<file path="config.mk">
export PLATFORM = sky130hd
export DESIGN_NAME = pinmux_stat_ctrl
export DESIGN_NICKNAME = d
export VERILOG_FILES = /design/src/rtl/pinmux_pkg.sv /design/src/rtl/pin_sync.sv /design/src/rtl/user_pin_bank.sv /design/src/rtl/stschg_unit.sv /design/src/rtl/pinmux_stat_ctrl.sv
export SDC_FILE = /design/constraint.sdc
export NUM_CORES = 1
export LEC_CHECK = 0
export BUFFER_PORTS_ARGS = -buffer_cell sky130_fd_sc_hd__buf_2
export CORE_UTILIZATION = 56
export CTS_BUF_LIST = sky130_fd_sc_hd__clkbuf_2 sky130_fd_sc_hd__clkbuf_4 sky130_fd_sc_hd__clkbuf_8
export DETAILED_ROUTE_END_ITERATION = 10
export GPL_ROUTABILITY_DRIVEN = 0
export PLACE_DENSITY = 0.95
export SYNTH_ARGS = -nofsm -noshare
export SYNTH_HDL_FRONTEND = slang
export SYNTH_SLANG_ARGS = --single-unit
</file>
<file path="constraint.sdc">
create_clock -name clk -period 2.65 [get_ports clk]
set_clock_uncertainty 0.05 [all_clocks]
set_input_delay 0 -clock clk [delete_from_list [all_inputs] [get_ports clk]]
set_output_delay 0 -clock clk [all_outputs]
set_load 0.005 [all_outputs]
</file>
<file path="src/rtl/pinmux_pkg.sv">
package pinmux_pkg;
  localparam int REG_AW = 2;

  typedef enum logic [REG_AW-1:0] {
    RA_ENABLE = 2'd0,
    RA_DATA   = 2'd1,
    RA_STAT   = 2'd2,
    RA_NONE   = 2'd3
  } reg_addr_e;

  localparam int STAT_UNMASK_BIT = 0;
  localparam int STAT_FUNC_BIT   = 1;
endpackage

</file>
<file path="src/rtl/pin_sync.sv">
module pin_sync #(
  parameter int W = 1
) (
  input  logic         clk,
  input  logic         rst,
  input  logic [W-1:0] d,
  output logic [W-1:0] q
);
  logic [W-1:0] stage1;

  always_ff @(posedge clk) begin
    if (rst) begin
      stage1 <= '0;
      q      <= '0;
    end else begin
      stage1 <= d;
      q      <= stage1;
    end
  end
endmodule

</file>
<file path="src/rtl/user_pin_bank.sv">
module user_pin_bank #(
  parameter int N = 5
) (
  input  logic         clk,
  input  logic         rst,
  input  logic         card_mode,
  input  logic         wr_enable,
  input  logic         wr_data,
  input  logic [N-1:0] wdata,
  output logic [N-1:0] en_q,
  output logic [N-1:0] pin_oe,
  output logic [N-1:0] pin_out
);
  logic [N-1:0] dat_q;

  always_ff @(posedge clk) begin
    if (rst) begin
      en_q  <= '0;
      dat_q <= '0;
    end else begin
      if (wr_enable) en_q  <= wdata;
      if (wr_data)   dat_q <= wdata;
    end
  end

  for (genvar i = 0; i < N; i++) begin : g_pin
    logic drive;
    assign drive = card_mode & en_q[i];

    always_ff @(posedge clk) begin
      if (rst) begin
        pin_oe[i]  <= 1'b0;
        pin_out[i] <= 1'b0;
      end else begin
        pin_oe[i]  <= drive;
        pin_out[i] <= drive & dat_q[i];
      end
    end
  end


  user_drive_chk: assert property (@(posedge clk) disable iff (rst)
    $past(card_mode) |-> (pin_oe == $past(en_q)) && (pin_out == ($past(en_q) & $past(dat_q))));
endmodule

</file>
<file path="src/rtl/stschg_unit.sv">
module stschg_unit (
  input  logic clk,
  input  logic rst,
  input  logic card_mode,
  input  logic wake_sts,
  input  logic wr_stat,
  input  logic wdata_unmask,
  input  logic wdata_func,
  output logic unmask_q,
  output logic func_q,
  output logic stat_oe,
  output logic stat_out
);
  logic wake_prev;
  logic wake_fall;
  logic next_level;

  assign wake_fall = wake_prev & ~wake_sts;

  always_ff @(posedge clk) begin
    if (rst) begin
      wake_prev <= 1'b0;
      unmask_q  <= 1'b0;
      func_q    <= 1'b0;
    end else begin
      wake_prev <= wake_sts;
      if (wr_stat) func_q <= wdata_func;
      if (wake_fall)    unmask_q <= 1'b0;
      else if (wr_stat) unmask_q <= wdata_unmask;
    end
  end

  always_comb begin
    if (func_q) next_level = ~(unmask_q & wake_sts);
    else        next_level = ~unmask_q;
  end

  always_ff @(posedge clk) begin
    if (rst) begin
      stat_oe  <= 1'b0;
      stat_out <= 1'b1;
    end else begin
      stat_oe  <= card_mode;
      stat_out <= next_level;
    end
  end


  unmask_clear_chk: assert property (@(posedge clk) disable iff (rst)
    (wake_prev && !wake_sts) |=> !unmask_q);


  masked_idle_chk: assert property (@(posedge clk) disable iff (rst)
    (card_mode && func_q && !unmask_q) |=> (stat_oe && stat_out));


  wake_assert_chk: assert property (@(posedge clk) disable iff (rst)
    (card_mode && func_q && unmask_q && wake_sts) |=> (stat_oe && !stat_out));


  inverse_src_chk: assert property (@(posedge clk) disable iff (rst)
    (card_mode && !func_q) |=> (stat_oe && (stat_out == !$past(unmask_q))));
endmodule

</file>
<file path="src/rtl/pinmux_stat_ctrl.sv">
module pinmux_stat_ctrl #(
  parameter int NUM_USER = 5,
  parameter int DATA_W   = 8
) (
  input  logic                          clk,
  input  logic                          rst,
  input  logic                          card_mode,
  input  logic                          wake_sts,
  input  logic                          reg_we,
  input  logic [pinmux_pkg::REG_AW-1:0] reg_addr,
  input  logic [DATA_W-1:0]             reg_wdata,
  output logic [DATA_W-1:0]             reg_rdata,
  input  logic [NUM_USER-1:0]           user_pin_in,
  output logic [NUM_USER-1:0]           user_pin_oe,
  output logic [NUM_USER-1:0]           user_pin_out,
  input  logic                          stat_pin_in,
  output logic                          stat_pin_oe,
  output logic                          stat_pin_out
);
  import pinmux_pkg::*;

  localparam int SYNC_W = NUM_USER + 1;

  logic                wr_enable, wr_data, wr_stat;
  logic [NUM_USER-1:0] en_q;
  logic                unmask_q, func_q;
  logic [SYNC_W-1:0]   pad_sync;
  logic [DATA_W-1:0]   rd_next;

  assign wr_enable = reg_we && (reg_addr == RA_ENABLE);
  assign wr_data   = reg_we && (reg_addr == RA_DATA);
  assign wr_stat   = reg_we && (reg_addr == RA_STAT);

  user_pin_bank #(.N(NUM_USER)) u_bank (
    .clk       (clk),
    .rst       (rst),
    .card_mode (card_mode),
    .wr_enable (wr_enable),
    .wr_data   (wr_data),
    .wdata     (reg_wdata[NUM_USER-1:0]),
    .en_q      (en_q),
    .pin_oe    (user_pin_oe),
    .pin_out   (user_pin_out)
  );

  stschg_unit u_stat (
    .clk          (clk),
    .rst          (rst),
    .card_mode    (card_mode),
    .wake_sts     (wake_sts),
    .wr_stat      (wr_stat),
    .wdata_unmask (reg_wdata[STAT_UNMASK_BIT]),
    .wdata_func   (reg_wdata[STAT_FUNC_BIT]),
    .unmask_q     (unmask_q),
    .func_q       (func_q),
    .stat_oe      (stat_pin_oe),
    .stat_out     (stat_pin_out)
  );

  pin_sync #(.W(SYNC_W)) u_sync (
    .clk (clk),
    .rst (rst),
    .d   ({stat_pin_in, user_pin_in}),
    .q   (pad_sync)
  );

  always_comb begin
    rd_next = '0;
    case (reg_addr)
      RA_ENABLE: rd_next[NUM_USER-1:0] = en_q;
      RA_DATA:   rd_next[NUM_USER-1:0] = pad_sync[NUM_USER-1:0];
      RA_STAT: begin
        rd_next[STAT_UNMASK_BIT] = ~pad_sync[NUM_USER];
        rd_next[STAT_FUNC_BIT]   = func_q;
      end
      default:   rd_next = '0;
    endcase
  end

  always_ff @(posedge clk) begin
    if (rst) reg_rdata <= '0;
    else     reg_rdata <= rd_next;
  end


  legacy_release_chk: assert property (@(posedge clk) disable iff (rst)
    !$past(card_mode) |-> (user_pin_oe == '0) && !stat_pin_oe);


  reset_release_chk: assert property (@(posedge clk) disable iff (rst)
    $past(rst) |-> (user_pin_oe == '0) && !stat_pin_oe && (reg_rdata == '0));


  stat_func_read_chk: assert property (@(posedge clk) disable iff (rst)
    ($past(reg_addr) == RA_STAT) |-> (reg_rdata[STAT_FUNC_BIT] == $past(func_q)));
endmodule

</file>
==> metrics.md <==
| Metric | Value |
|---|---|
| Outcome | `finished, final reports clean` |
| CP bufs+invs | `2` |
| Skew-Pair Late Insertion Delay | `0.34 ns` |
| First-pass GRT wire length | `3950 um` |
| DPL Wire Length | `1530 um` |
| Largest stage delay, worst path | `0.53 ns` |
| Top-area cell type share of the netlist area | `0.610` |
| Post-DRT Antenna Nets | `0` |
| Drt drc | `0` |
| Cell row count | `17` |
| Synthesis-stage register bit count | `42` |
| TritonRoute pass-1 iters | `3` |
| Root Buffer | `clkbuf_4` |
| Initial DRC count | `6` |
| Port-buffer cells | `34` |
| Mapped Area | `1380 um2` |
| Critical Path Fanout Max | `10` |
| RSZ-0062 raised after global routing | `false` |
| Tmin final | `1.26 ns` |
| Distinct cells, synth | `20` |
| R2R Setup Slk | `1.65 ns` |
| Area Growth Syn to Fin | `24.2%` |
| H-tree levels | `2` |
| All-Layer GR Usage | `0.214` |
| Bufs on Longest Clock Path | `2` |
| Die height | `51.6 um` |
| Via count | `926` |
| Initial Util | `0.606` |
| WP data required | `2.82 ns` |
| Max-Cap Viols | `0` |
| NetSw | `223 uW` |
| Fin. max-slew vios | `0` |
| Critical path type | `primary input to register` |
| Reg-to-reg endpoint | `reg_rdata[0]$_SDFF_PP0_` |
| Final hold viol count | `0` |
| Fin crit share | `0.475` |
| Post-Route M1 WL | `1010 um` |
| Syn avg cell area | `11.5 um2` |
| Clk pin slew, worst setup/hold paths | `0.10 ns` |
| Peak supply drop | `0.569 mV` |
| Pwr Density | `605 nW/um2` |
| Slew HR | `0.614` |
| Async S/R FF share, synth | `0` |
| Synth top area cells | `dfxtp_1, mux2i_1, nor2b_1` |
| Largest net degree at the start of global routing | `34` |
| Die width | `51.6 um` |
| Fin worst setup slack | `1.39 ns` |
| Hold depth | `2` |
| Final TNS setup | `0 ns` |
| Sw Ratio | `0.215` |
| Uppermost layer routed | `met4` |
| Post-synth EDFFs | `0` |
| # IOs | `41` |
| Part of the power in registers | `0.634` |
| Final Setup Violations | `0` |
| Top cell type by total area after synthesis | `dfxtp_1` |
| Setup Slack @ Placement | `1.48 ns` |
| Worst-Margin Slew | `0.577 ns` |
| Combinational power share | `0.079` |
| Fillers | `168` |
| Antenna Cells | `0` |
| Total die area | `2660 um2` |
| Wire per inst | `12.1 um` |
| Setup crit end | `u_bank.en_q[1]$_SDFFE_PP0P_` |
| Synth warn | `0` |
| Initial antenna violation count | `0` |
| TritonCTS clock tree | `yes` |
| CTS Buf Count | `5` |
| Synth cell count leaders | `dfxtp_1, mux2i_1, nor2b_1, nor2_1` |
| Critical Path Start Type | `primary input` |
| Post-synthesis sequential area ratio | `0.610` |
| Most common flop cell mapped by yosys | `dfxtp_1` |
| Placed cells | `175` |
| Core area | `2280 um2` |
| Most common cell in the netlist | `dfxtp_1` |
| Crit path arrival time | `1.43 ns` |
| Total wire length | `2350 um` |
| Via/cell ratio | `4.77` |
| Leak | `0.000820 uW` |
| Critical Path Start | `reg_addr[1]` |
| Slowest CP cell | `dlygate4sd3_1` |
| Family with the most delay on the worst path | `buffers and inverters` |
| Filler-free cell count of the finished design | `194` |
| Clk pwr share | `0.287` |
| Max Freq | `0.795 GHz` |
| Nets@finish | `188` |
| Pint | `814 uW` |
| Worst r2r src | `u_bank.en_q[0]$_SDFFE_PP0P_` |
| Post-Syn Instances | `120` |
| Clock sink count | `42` |
| CP cell instances | `dlygate4sd3_1 -> buf_2 -> nor3b_4 -> mux2i_1 -> nor2_1` |
| Met2 Routed Length | `1160 um` |
| Vias in the first global route | `937` |
| Number of cells on the critical path | `5` |
| Crit. End Element | `register` |
| Reg2Reg Depth | `3` |
| GRT overflow | `0` |
| Met3 wire len | `141 um` |
| Share of layout cells above drive strength 1 | `0.259` |
| HP Class | `primary input to register` |
==> cell type report <==
class                           instances  area, um2  share of cell area
Clock buffer                            6       51.3              0.0299
Sequential cell                        42        841               0.491
Timing Repair Buffer                   47        300               0.175
Tap cell                               28       35.0              0.0205
Multi-Input combinational cell         71        485               0.283
==> worst min path at each step <==
stage          slack, ns            from                          end
6_report           0.002       card_mode    u_stat.stat_oe$_SDFF_PP0_
5_1_grt            0.002       card_mode    u_stat.stat_oe$_SDFF_PP0_
4_1_cts           0.0009       card_mode    u_stat.stat_oe$_SDFF_PP0_
3_5_place_dp        0.16  user_pin_in[4]  u_sync.stage1[4]$_SDFF_PP0_
3_3_place_gp        0.16     stat_pin_in  u_sync.stage1[5]$_SDFF_PP0_
2_1_floorplan       0.02             rst  u_sync.stage1[0]$_SDFF_PP0_
==> cells in the final DEF (no fill, tap or decap), drive strengths merged <==
cell type / count
clkbuf: 6
nor3: 5
o31ai: 1
a211oi: 1
nand3: 1
and3: 5
nor2b: 15
mux2i: 16
and2b: 1
nor3b: 1
nor2: 12
nand2b: 1
and2: 5
dlygate4sd3: 13
buf: 34
dfxtp: 42
nand3b: 3
conb: 3
o21a: 1
==> sequential cells by signal, summed over array words and instances (netlist names) <==
name              count
u_bank.pin_oe         5
u_stat.stat_out       1
u_stat.stat_oe        1
u_sync.stage1         6
u_bank.pin_out        5
u_stat.wake_prev      1
u_bank.en_q           5
u_sync.q              6
u_stat.unmask_q       1
u_stat.func_q         1
u_bank.dat_q          5
reg_rdata             5
==> layer usage <==
metal,GRT usage,vias up
li1,-,477
met1,0.210,414
met2,0.381,29
met3,0.108,6
met4,0.0811,0
met5,0,-
==> power by group through the flow <==
stage	Sequential, uW	Clock, uW	Combinational, uW
floorplan	670	0	47.3
global placement	671	0	62.9
detailed placement	672	0	66.5
CTS	658	305	81.7
global route	660	336	89.8
finish	658	298	81.6
==> worst reg2reg max path: stages, from the launching register on <==
cell      delay [ns]
dfxtp_1         0.35
and2b_2         0.19
a211oi_1        0.21
nor3_1          0.08
==> through the flow <==
| step | instance area, um2 | hold slack [ns] | total power [uW] | util |
|---|---|---|---|---|
| 3_5_place_dp | 1530 | 0.162 | 739 | 0.673 |
| 3_3_place_gp | 1530 | 0.157 | 734 | 0.673 |
| 6_report | 1710 | 0.00209 | 1040 | 0.753 |
| 4_1_cts | 1710 | 0.000865 | 1040 | 0.753 |
| 2_1_floorplan | 1390 | 0.0216 | 718 | - |
| 5_1_grt | 1710 | 0.00196 | 1090 | 0.753 |
==> cell families (layout without fill, tap and decap cells) <==
group / count (synthesis) / in the layout / share of synthesized area
and+or+nand+nor: 49 / 49 / 0.211
DFF: 42 / 42 / 0.610
muxes: 16 / 16 / 0.116
buffers and inverters: 9 / 53 / 0.0436
AOI/OAI and AO/OA: 3 / 3 / 0.0163
other: 1 / 3 / 0.00272
==> what timing repair did <==
item | in CTS | in global routing
setup buffers | 0 | 0
resized for setup | 0 | 0
hold buffers | 13 | 0
endpoints found under the hold margin | 24 | 0
No activity file was read; power rests on OpenSTA's default activity.
